## src/rtl/tmr_pkg.sv

```systemverilog
package tmr_pkg;
  typedef enum logic [1:0] {
    SEL_FAST  = 2'd0,
    SEL_DIV_A = 2'd1,
    SEL_DIV_B = 2'd2,
    SEL_EXT   = 2'd3
  } clk_sel_e;
endpackage

```

## src/rtl/tmr_tick_gen.sv

```systemverilog
module tmr_tick_gen #(
  parameter int DIV_A_LOG = 2,
  parameter int DIV_B_LOG = 4
) (
  input  logic clk_i,
  input  logic rst_ni,
  input  logic evt_i,
  output logic tick_a_o,
  output logic tick_b_o,
  output logic evt_pulse_o
);
  localparam int PRE_W = (DIV_B_LOG > DIV_A_LOG) ? DIV_B_LOG : DIV_A_LOG;

  logic [PRE_W-1:0] pre_q;
  logic [2:0]       sync_q;

  always_ff @(posedge clk_i or negedge rst_ni) begin
    if (!rst_ni) begin
      pre_q  <= '0;
      sync_q <= '0;
    end else begin
      pre_q  <= pre_q + 1'b1;
      sync_q <= {sync_q[1:0], evt_i};
    end
  end

  assign tick_a_o    = &pre_q[DIV_A_LOG-1:0];
  assign tick_b_o    = &pre_q[DIV_B_LOG-1:0];
  // sync_q[1] is the second stage, sync_q[2] the edge history
  assign evt_pulse_o = sync_q[1] & ~sync_q[2];
endmodule

```

## src/rtl/tmr_chan.sv

```systemverilog
module tmr_chan #(
  parameter int W = 8
) (
  input  logic         clk_i,
  input  logic         rst_ni,
  input  logic         inc_i,
  input  logic         clr_i,
  input  logic [W-1:0] cmp_i,
  output logic [W-1:0] cnt_o,
  output logic         eq_o,
  output logic         full_o
);
  logic [W-1:0] cnt_q;

  always_ff @(posedge clk_i or negedge rst_ni) begin
    if (!rst_ni)    cnt_q <= '0;
    else if (clr_i) cnt_q <= '0;
    else if (inc_i) cnt_q <= cnt_q + 1'b1;
  end

  assign cnt_o  = cnt_q;
  assign eq_o   = (cnt_q == cmp_i);
  assign full_o = &cnt_q;
endmodule

```

## src/rtl/cascade_timer.sv

```systemverilog
module cascade_timer #(
  parameter int W         = 8,
  parameter int DIV_A_LOG = 2,
  parameter int DIV_B_LOG = 4
) (
  input  logic           clk_i,
  input  logic           rst_ni,
  input  logic           run0_i,
  input  logic           run1_i,
  input  logic [1:0]     sel0_i,
  input  logic [1:0]     sel1_i,
  input  logic [W-1:0]   cmp0_i,
  input  logic [W-1:0]   cmp1_i,
  input  logic           cascade_i,
  input  logic           evt_i,
  output logic           sqw_o,
  output logic           irq0_o,
  output logic           irq1_o,
  input  logic           irq_clr0_i,
  input  logic           irq_clr1_i,
  output logic [2*W-1:0] cnt_o
);
  import tmr_pkg::*;

  localparam int NCH = 2;

  logic tick_a, tick_b, evt_pulse;
  logic mode_q;
  logic sqw_hit;

  logic [1:0]   sel [NCH];
  logic [W-1:0] cmp [NCH];
  logic [W-1:0] cnt [NCH];
  logic [NCH-1:0] tick, inc, clr, eq, full, hit;

  assign sel[0] = sel0_i;
  assign sel[1] = sel1_i;
  assign cmp[0] = cmp0_i;
  assign cmp[1] = cmp1_i;

  tmr_tick_gen #(.DIV_A_LOG(DIV_A_LOG), .DIV_B_LOG(DIV_B_LOG)) u_tick (
    .clk_i       (clk_i),
    .rst_ni      (rst_ni),
    .evt_i       (evt_i),
    .tick_a_o    (tick_a),
    .tick_b_o    (tick_b),
    .evt_pulse_o (evt_pulse)
  );

  for (genvar i = 0; i < NCH; i++) begin : g_ch
    localparam bit EXT_OK = (i == 0);

    always_comb begin
      unique case (clk_sel_e'(sel[i]))
        SEL_FAST:  tick[i] = 1'b1;
        SEL_DIV_A: tick[i] = tick_a;
        SEL_DIV_B: tick[i] = tick_b;
        default:   tick[i] = EXT_OK ? evt_pulse : 1'b0;
      endcase
    end

    tmr_chan #(.W(W)) u_chan (
      .clk_i  (clk_i),
      .rst_ni (rst_ni),
      .inc_i  (inc[i]),
      .clr_i  (clr[i]),
      .cmp_i  (cmp[i]),
      .cnt_o  (cnt[i]),
      .eq_o   (eq[i]),
      .full_o (full[i])
    );
  end

  // 16-bit match needs both bytes; high byte steps on low-byte wrap
  always_comb begin
    if (mode_q) begin
      inc[0] = run0_i & tick[0];
      hit[0] = inc[0] & eq[0] & eq[1];
      hit[1] = 1'b0;
      inc[1] = inc[0] & full[0] & ~hit[0];
      clr[0] = hit[0];
      clr[1] = hit[0];
    end else begin
      inc[0] = run0_i & tick[0];
      inc[1] = run1_i & tick[1];
      hit[0] = inc[0] & eq[0];
      hit[1] = inc[1] & eq[1];
      clr[0] = hit[0];
      clr[1] = hit[1];
    end
  end

  assign sqw_hit = hit[0];

  always_ff @(posedge clk_i or negedge rst_ni) begin
    if (!rst_ni) begin
      mode_q <= 1'b0;
      sqw_o  <= 1'b0;
      irq0_o <= 1'b0;
      irq1_o <= 1'b0;
    end else begin
      if (!run0_i && !run1_i) mode_q <= cascade_i;
      if (sqw_hit) sqw_o <= ~sqw_o;
      if (hit[0])          irq0_o <= 1'b1;
      else if (irq_clr0_i) irq0_o <= 1'b0;
      if (hit[1])          irq1_o <= 1'b1;
      else if (irq_clr1_i) irq1_o <= 1'b0;
    end
  end

  assign cnt_o = {cnt[1], cnt[0]};
endmodule

```

## config.mk

```make
export PLATFORM = sky130hd
export DESIGN_NAME = cascade_timer
export DESIGN_NICKNAME = d
export VERILOG_FILES = /design/src/rtl/tmr_pkg.sv /design/src/rtl/tmr_tick_gen.sv /design/src/rtl/tmr_chan.sv /design/src/rtl/cascade_timer.sv
export SDC_FILE = /design/constraint.sdc
export NUM_CORES = 1
export LEC_CHECK = 0
export BUFFER_PORTS_ARGS = -buffer_cell sky130_fd_sc_hd__buf_2
export CELL_PAD_IN_SITES_DETAIL_PLACEMENT = 1
export CELL_PAD_IN_SITES_GLOBAL_PLACEMENT = 1
export CORE_MARGIN = 4
export CORE_UTILIZATION = 23
export DETAILED_ROUTE_END_ITERATION = 8
export GPL_ROUTABILITY_DRIVEN = 0
export GPL_TIMING_DRIVEN = 1
export PLACE_DENSITY = 0.61
export SLEW_MARGIN = 20
export SYNTH_ARGS = -nofsm -noshare
export SYNTH_HDL_FRONTEND = slang
export SYNTH_SLANG_ARGS = --single-unit
```

## constraint.sdc

```tcl
create_clock -name clk_i -period 2.45 [get_ports clk_i]
set_clock_uncertainty 0.15 [all_clocks]
set_input_delay 0.245 -clock clk_i [delete_from_list [all_inputs] [get_ports clk_i]]
set_output_delay 0.245 -clock clk_i [all_outputs]
set_load 0.03 [all_outputs]
```

**Yosys cells after proc, flatten, opt, wreduce, memory -nomap -nowiden**

Index checks and enable logic that the tools add are counted.

- Output and inout port bits: 19
- Word-level logic and storage cells: 53
- Register bits after elaboration: 27

- Add/sub/neg operators: 3
- Muxes and demuxes: 13
- Bitwise logic cells: 11
- Reduce and logical (&&, ||, !) cells: 12
- Equal/unequal tests: 6

Operators by type and width:

| operator | number |
|---|---|
| $mux 8 | 4 |
| $add 8x1->8 const B | 2 |
| $eq 8x8->1 | 2 |
| $and 1x1->1 | 8 |
| $reduce_and 8->1 | 1 |
| $reduce_bool 2->1 | 4 |
| $mux 2 | 3 |
| $pmux 1 s3 | 2 |
| $add 4x1->4 const B | 1 |
| $eq 2x1->1 const B | 2 |
| $eq 2x2->1 const B | 2 |
| $logic_not 2->1 | 2 |
| $mux 1 | 4 |
| $reduce_and 4->1 | 1 |
| $not 1->1 | 3 |
| $logic_not 1->1 | 2 |
| $reduce_and 2->1 | 1 |
| $logic_and 1x1->1 | 1 |

**Logic depth before layout (Yosys ltp)**

- Word-level depth: 11
- Depth in mapped cells: 8
- Mapped depth without buffers: 7

**By module**

A second synthesis with hierarchy kept.

- Cell total of the unflattened synthesis: 143
- Area, all modules: 1482.7 um^2

By module, submodules not included:

| module | seq. area each (um^2) | area an instance (um^2) | instances | cells an instance |
|---|---|---|---|---|
| tmr_chan | 200.2 | 494.2 | 2 | 52 |
| cascade_timer | 100.1 | 266.5 | 1 | 25 |
| tmr_tick_gen | 175.2 | 227.7 | 1 | 14 |

**Worst setup path after synthesis**

OpenSTA, ideal clock, no wires.

- Path kind: register to register
- Start: register g_ch[1].u_chan.cnt_q[1]
- End: register g_ch[1].u_chan.cnt_q[1]
- Library setup time: 130 ps
- Path buffers: 1
- Arrival: 1749 ps
- Stages on the path, launching flop included: 8
- Slack: 421 ps
- Cell sequence: dfrtp_1 > xor2_1 > nor4_1 > nand4bb_1 > a21boi_2 > buf_6 > mux2i_1 > nor2_1

- Word-level cells in the longest chain between the ends: 6

Ends and longest elaborated chain:

| what | line | RTL |
|---|---|---|
| start: declaration | tmr_chan.sv:13 | `logic [W-1:0] cnt_q;` |
| start signal: assignment | tmr_chan.sv:18 | `else if (inc_i) cnt_q <= cnt_q + 1'b1;` |
| parallel branches: the longest is 6 deep, another holds $add 8x1->8 | n/a |  |

Parallel ways; which one is timed is not known. The select of a mux whose other input is x is not followed.
A chain may end at the register's enable or synchronous reset.

**Final worst setup path**

- Start: register g_ch[1].u_chan.cnt_q[4]
- End: register g_ch[1].u_chan.cnt_q[1]

- Word-level cells in the longest chain between the ends: 6

Ends and longest elaborated chain:

| what | line | RTL |
|---|---|---|
| $eq 8x8->1 * | tmr_chan.sv:22 | `assign eq_o = (cnt_q == cmp_i);` |
| $and 1x1->1 | cascade_timer.sv:78 | `hit[0] = inc[0] & eq[0] & eq[1];` |
| $not 1->1 | cascade_timer.sv:80 | `inc[1] = inc[0] & full[0] & ~hit[0];` |
| $and 1x1->1 | cascade_timer.sv:80 |  |
| $mux 2 | cascade_timer.sv:76 | `if (mode_q) begin` |
| $reduce_bool 2->1 (no source line) | n/a |  |

Mark *: on every way between the ends. The rest lies on a longest branch, timed or not.

==> impl_metrics.ini <==
[outcome]
outcome = finished clean

[pwr]
peakVddDrop_mv = 0.404
leakagePower_nw = 0.891
p_per_area_nw_per_um2 = 830

[die]
die_area_sq_um = 7580
ios = 47
core-area_sq_um = 5990
start_util = 0.240
die-width_microns = 87.1
die_h_microns = 87.1
rows = 28

[synthesis]
yosysMostFrequentCell = dfrtp_1
yosys-top-cells-area = dfrtp_1 47%, xor2_1 10%, xnor2_1 5.5%, nand3_1 3.5%, nor2_1 2.9%
synthArstFlopShare = 1.00
syn_area_sq_um = 1440
synth_edf_count = 0
ys.flop_type = dfrtp_1
syn_nets = 171
netlist.area_leader.share = 0.470
ys_seq_elements = 27
yosys_warnings = 0
synth_top_cell_by_area = dfrtp_1
syn_area_per_cell_sq_um = 10.3
ys_top_cells_by_count = 27 x dfrtp_1, 17 x xor2_1, 11 x nor2_1, 10 x nand3_1, 9 x xnor2_1
ys_types = 31
synth.yosys.seq_area_share = 0.470
synthCells = 140

[timing]
max_freq_ghz = 0.453
finalHoldViolations = 0
rsz0062_at_grt = no
maxSlewHeadroom = 0.577
tightest_slew_ns = 0.634
timing.final.ws_setup_ns = 0.241
period_share = 0.901
fin_crit_ns = 2.21
drv_slew = 0
fin_setup_tns_ns = 0
setup_violations = 0

[drt]
detail-route-antenna-nets = 0
viasPerCell = 4.58
dr_total_vias = 1233
drtPass1Iterations = 3
dr.first_iter.drc_count = 31
drc = 0
drt_wl_total_microns = 3810
avgRoutedWirePerCell_microns = 14.2

[flow_run]
max-cap-violations = 0

[worst_setup_path]
worst-path-buf-inv = 0
r2r-end = g_ch[1].u_chan.cnt_o[1]
crit_end = g_ch[1].u_chan.cnt_o[1]
worstPathCellList = xor2_1 -> nor4_1 -> nand4bb_1 -> a21boi_4 -> mux2i_1 -> nor2_1
critical_path.max_stage_delay_ns = 0.47
start_kind = flop
crit_cells = 6
arrival_ns = 2.22
setup.worst_path.start = g_ch[1].u_chan.cnt_o[4]
rrSetupSlack_ns = 0.24
worst-setup-path-type = flop to flop
critPathTopFamily = simple AND/OR/NAND/NOR gates
crit_fanout = 14
rr_startpoint = g_ch[1].u_chan.cnt_o[4]
end_kind = flop
critPathSlowestCell = dfrtp_1
r2r_cells = 6
worst_ep_required_time_ns = 2.46

[grt]
antenna_found_initial = 0
grt_max_degree = 28
grt_first_pass_wirelength_microns = 6360
grt_pass1_vias = 1302
track_usage = 0.108
overflow = 0

[placement]
dp_slack_ns = 0.145
post-dp-hpwl_microns = 2970
io_buffer_count = 46

[clock_network]
cts_made_buffers = 3
cts_tree = yes
htree_levels = 1
cts_sinks = 27
root_buffer = clkbuf_8
clk_pin_slew_worst_paths_ns = 0.10
clkLatencyLatePin_ns = 0.28
postCtsSetupBuffers = 0
clockBufferDepth = 2

[cells_and_area]
drive_gt1_frac = 0.309
nets = 226
diodes = 0
fill_cells = 716
syn2layout_area_growth_pct = 28.8

[hold_path]
hp-class = input pin to flop
## power by group
part           internal [mW]  leakage [nW]  switching, mW
clock                  0.115        0.0255          0.154
combinational          0.223         0.521          0.370
sequential             0.535         0.344          0.142
## logic make-up after synthesis
logic type | after synthesis | share of synthesized area
XOR/XNOR | 26 | 0.158
adder cells (fa/ha/maj) | 3 | 0.0261
buffers and inverters | 6 | 0.0218
AO/OA/AOI/OAI | 23 | 0.101
flip-flops | 27 | 0.470
AND/OR/NAND/NOR | 52 | 0.201
multiplexers | 3 | 0.0218
## layer usage
layer  global-route usage  vias up  routed length (microns)
met5                    0        -                        0
met4               0.0297        0                       44
met3               0.0293        5                      270
met2                0.166       34                     1730
met1                0.147      598                     1770
li1                     -      596                        -
## registers in the layout (all words and copies together), names as in the netlist
register / cells
g_ch.u_chan.cnt_o: 16
irq0_o: 1
irq1_o: 1
mode_q: 1
sqw_o: 1
u_tick.pre_q: 4
u_tick.sync_q: 3
## stage by stage
| stage | utilization | total power, mW | area, sq um | instances | hold WS [ns] |
|---|---|---|---|---|---|
| 2_1_floorplan | - | 1.05 | 1440 | 140 | -0.201 |
| 3_5_place_dp | 0.295 | 1.28 | 1770 | 262 | 0.158 |
| 6_report | 0.309 | 1.54 | 1850 | 269 | 0.0466 |
| 3_3_place_gp | 0.295 | 1.27 | 1770 | 262 | 0.156 |
| 5_1_grt | 0.309 | 1.66 | 1850 | 269 | 0.0312 |
| 4_1_cts | 0.308 | 1.57 | 1840 | 269 | 0.0399 |
## placed cells by master, fill, tap and decap left out, types with 2 or more instances in the layout
| cell type | instances |
|---|---|
| nor2b_1 | 2 |
| a21oi_1 | 8 |
| nand2_1 | 5 |
| o21ai_0 | 8 |
| nand3_1 | 10 |
| buf_4 | 3 |
| dfrtp_1 | 27 |
| mux2i_1 | 2 |
| nand4_1 | 4 |
| nor4_1 | 2 |
| buf_2 | 46 |
| nand2b_1 | 2 |
| clkbuf_8 | 3 |
| nor2_1 | 11 |
| ha_1 | 3 |
| and3_1 | 4 |
| xor2_1 | 17 |
| a21o_1 | 2 |
| inv_1 | 4 |
| dlygate4sd3_1 | 3 |
| xnor2_1 | 9 |
| or3_1 | 6 |
## repair_timing
action	in CTS	in global routing
hold endpoints to repair	29	0
endpoints found under the setup margin	0	5
gates resized for setup	0	1
hold buffers	3	0
## how the worst min path moves through the flow
| stage | startpoint | to | slack (ns) | cells after the start |
|---|---|---|---|---|
| 6_report | cascade_i | mode_q | 0.05 | 2 |
| 5_1_grt | cascade_i | mode_q | 0.03 | 2 |
| 4_1_cts | cascade_i | mode_q | 0.04 | 2 |
| 3_5_place_dp | rst_ni | g_ch[1].u_chan.cnt_o[6] | 0.16 | 1 |
| 3_3_place_gp | rst_ni | g_ch[1].u_chan.cnt_o[6] | 0.16 | 1 |
| 2_1_floorplan | rst_ni | g_ch[0].u_chan.cnt_o[0] | -0.20 | 0 |
## area by class of cell
class                      count  area (sq um)  area share
tap                           75          93.8      0.0507
clock buffer                   3          41.3      0.0223
multi-input combinational    107           738       0.399
sequential                    27           676       0.365
inverter                       4          15.0     0.00811
timing repair buffer          52           283       0.153
clock inverter                 1          5.00     0.00270
Power figures use the tool's default switching activity.
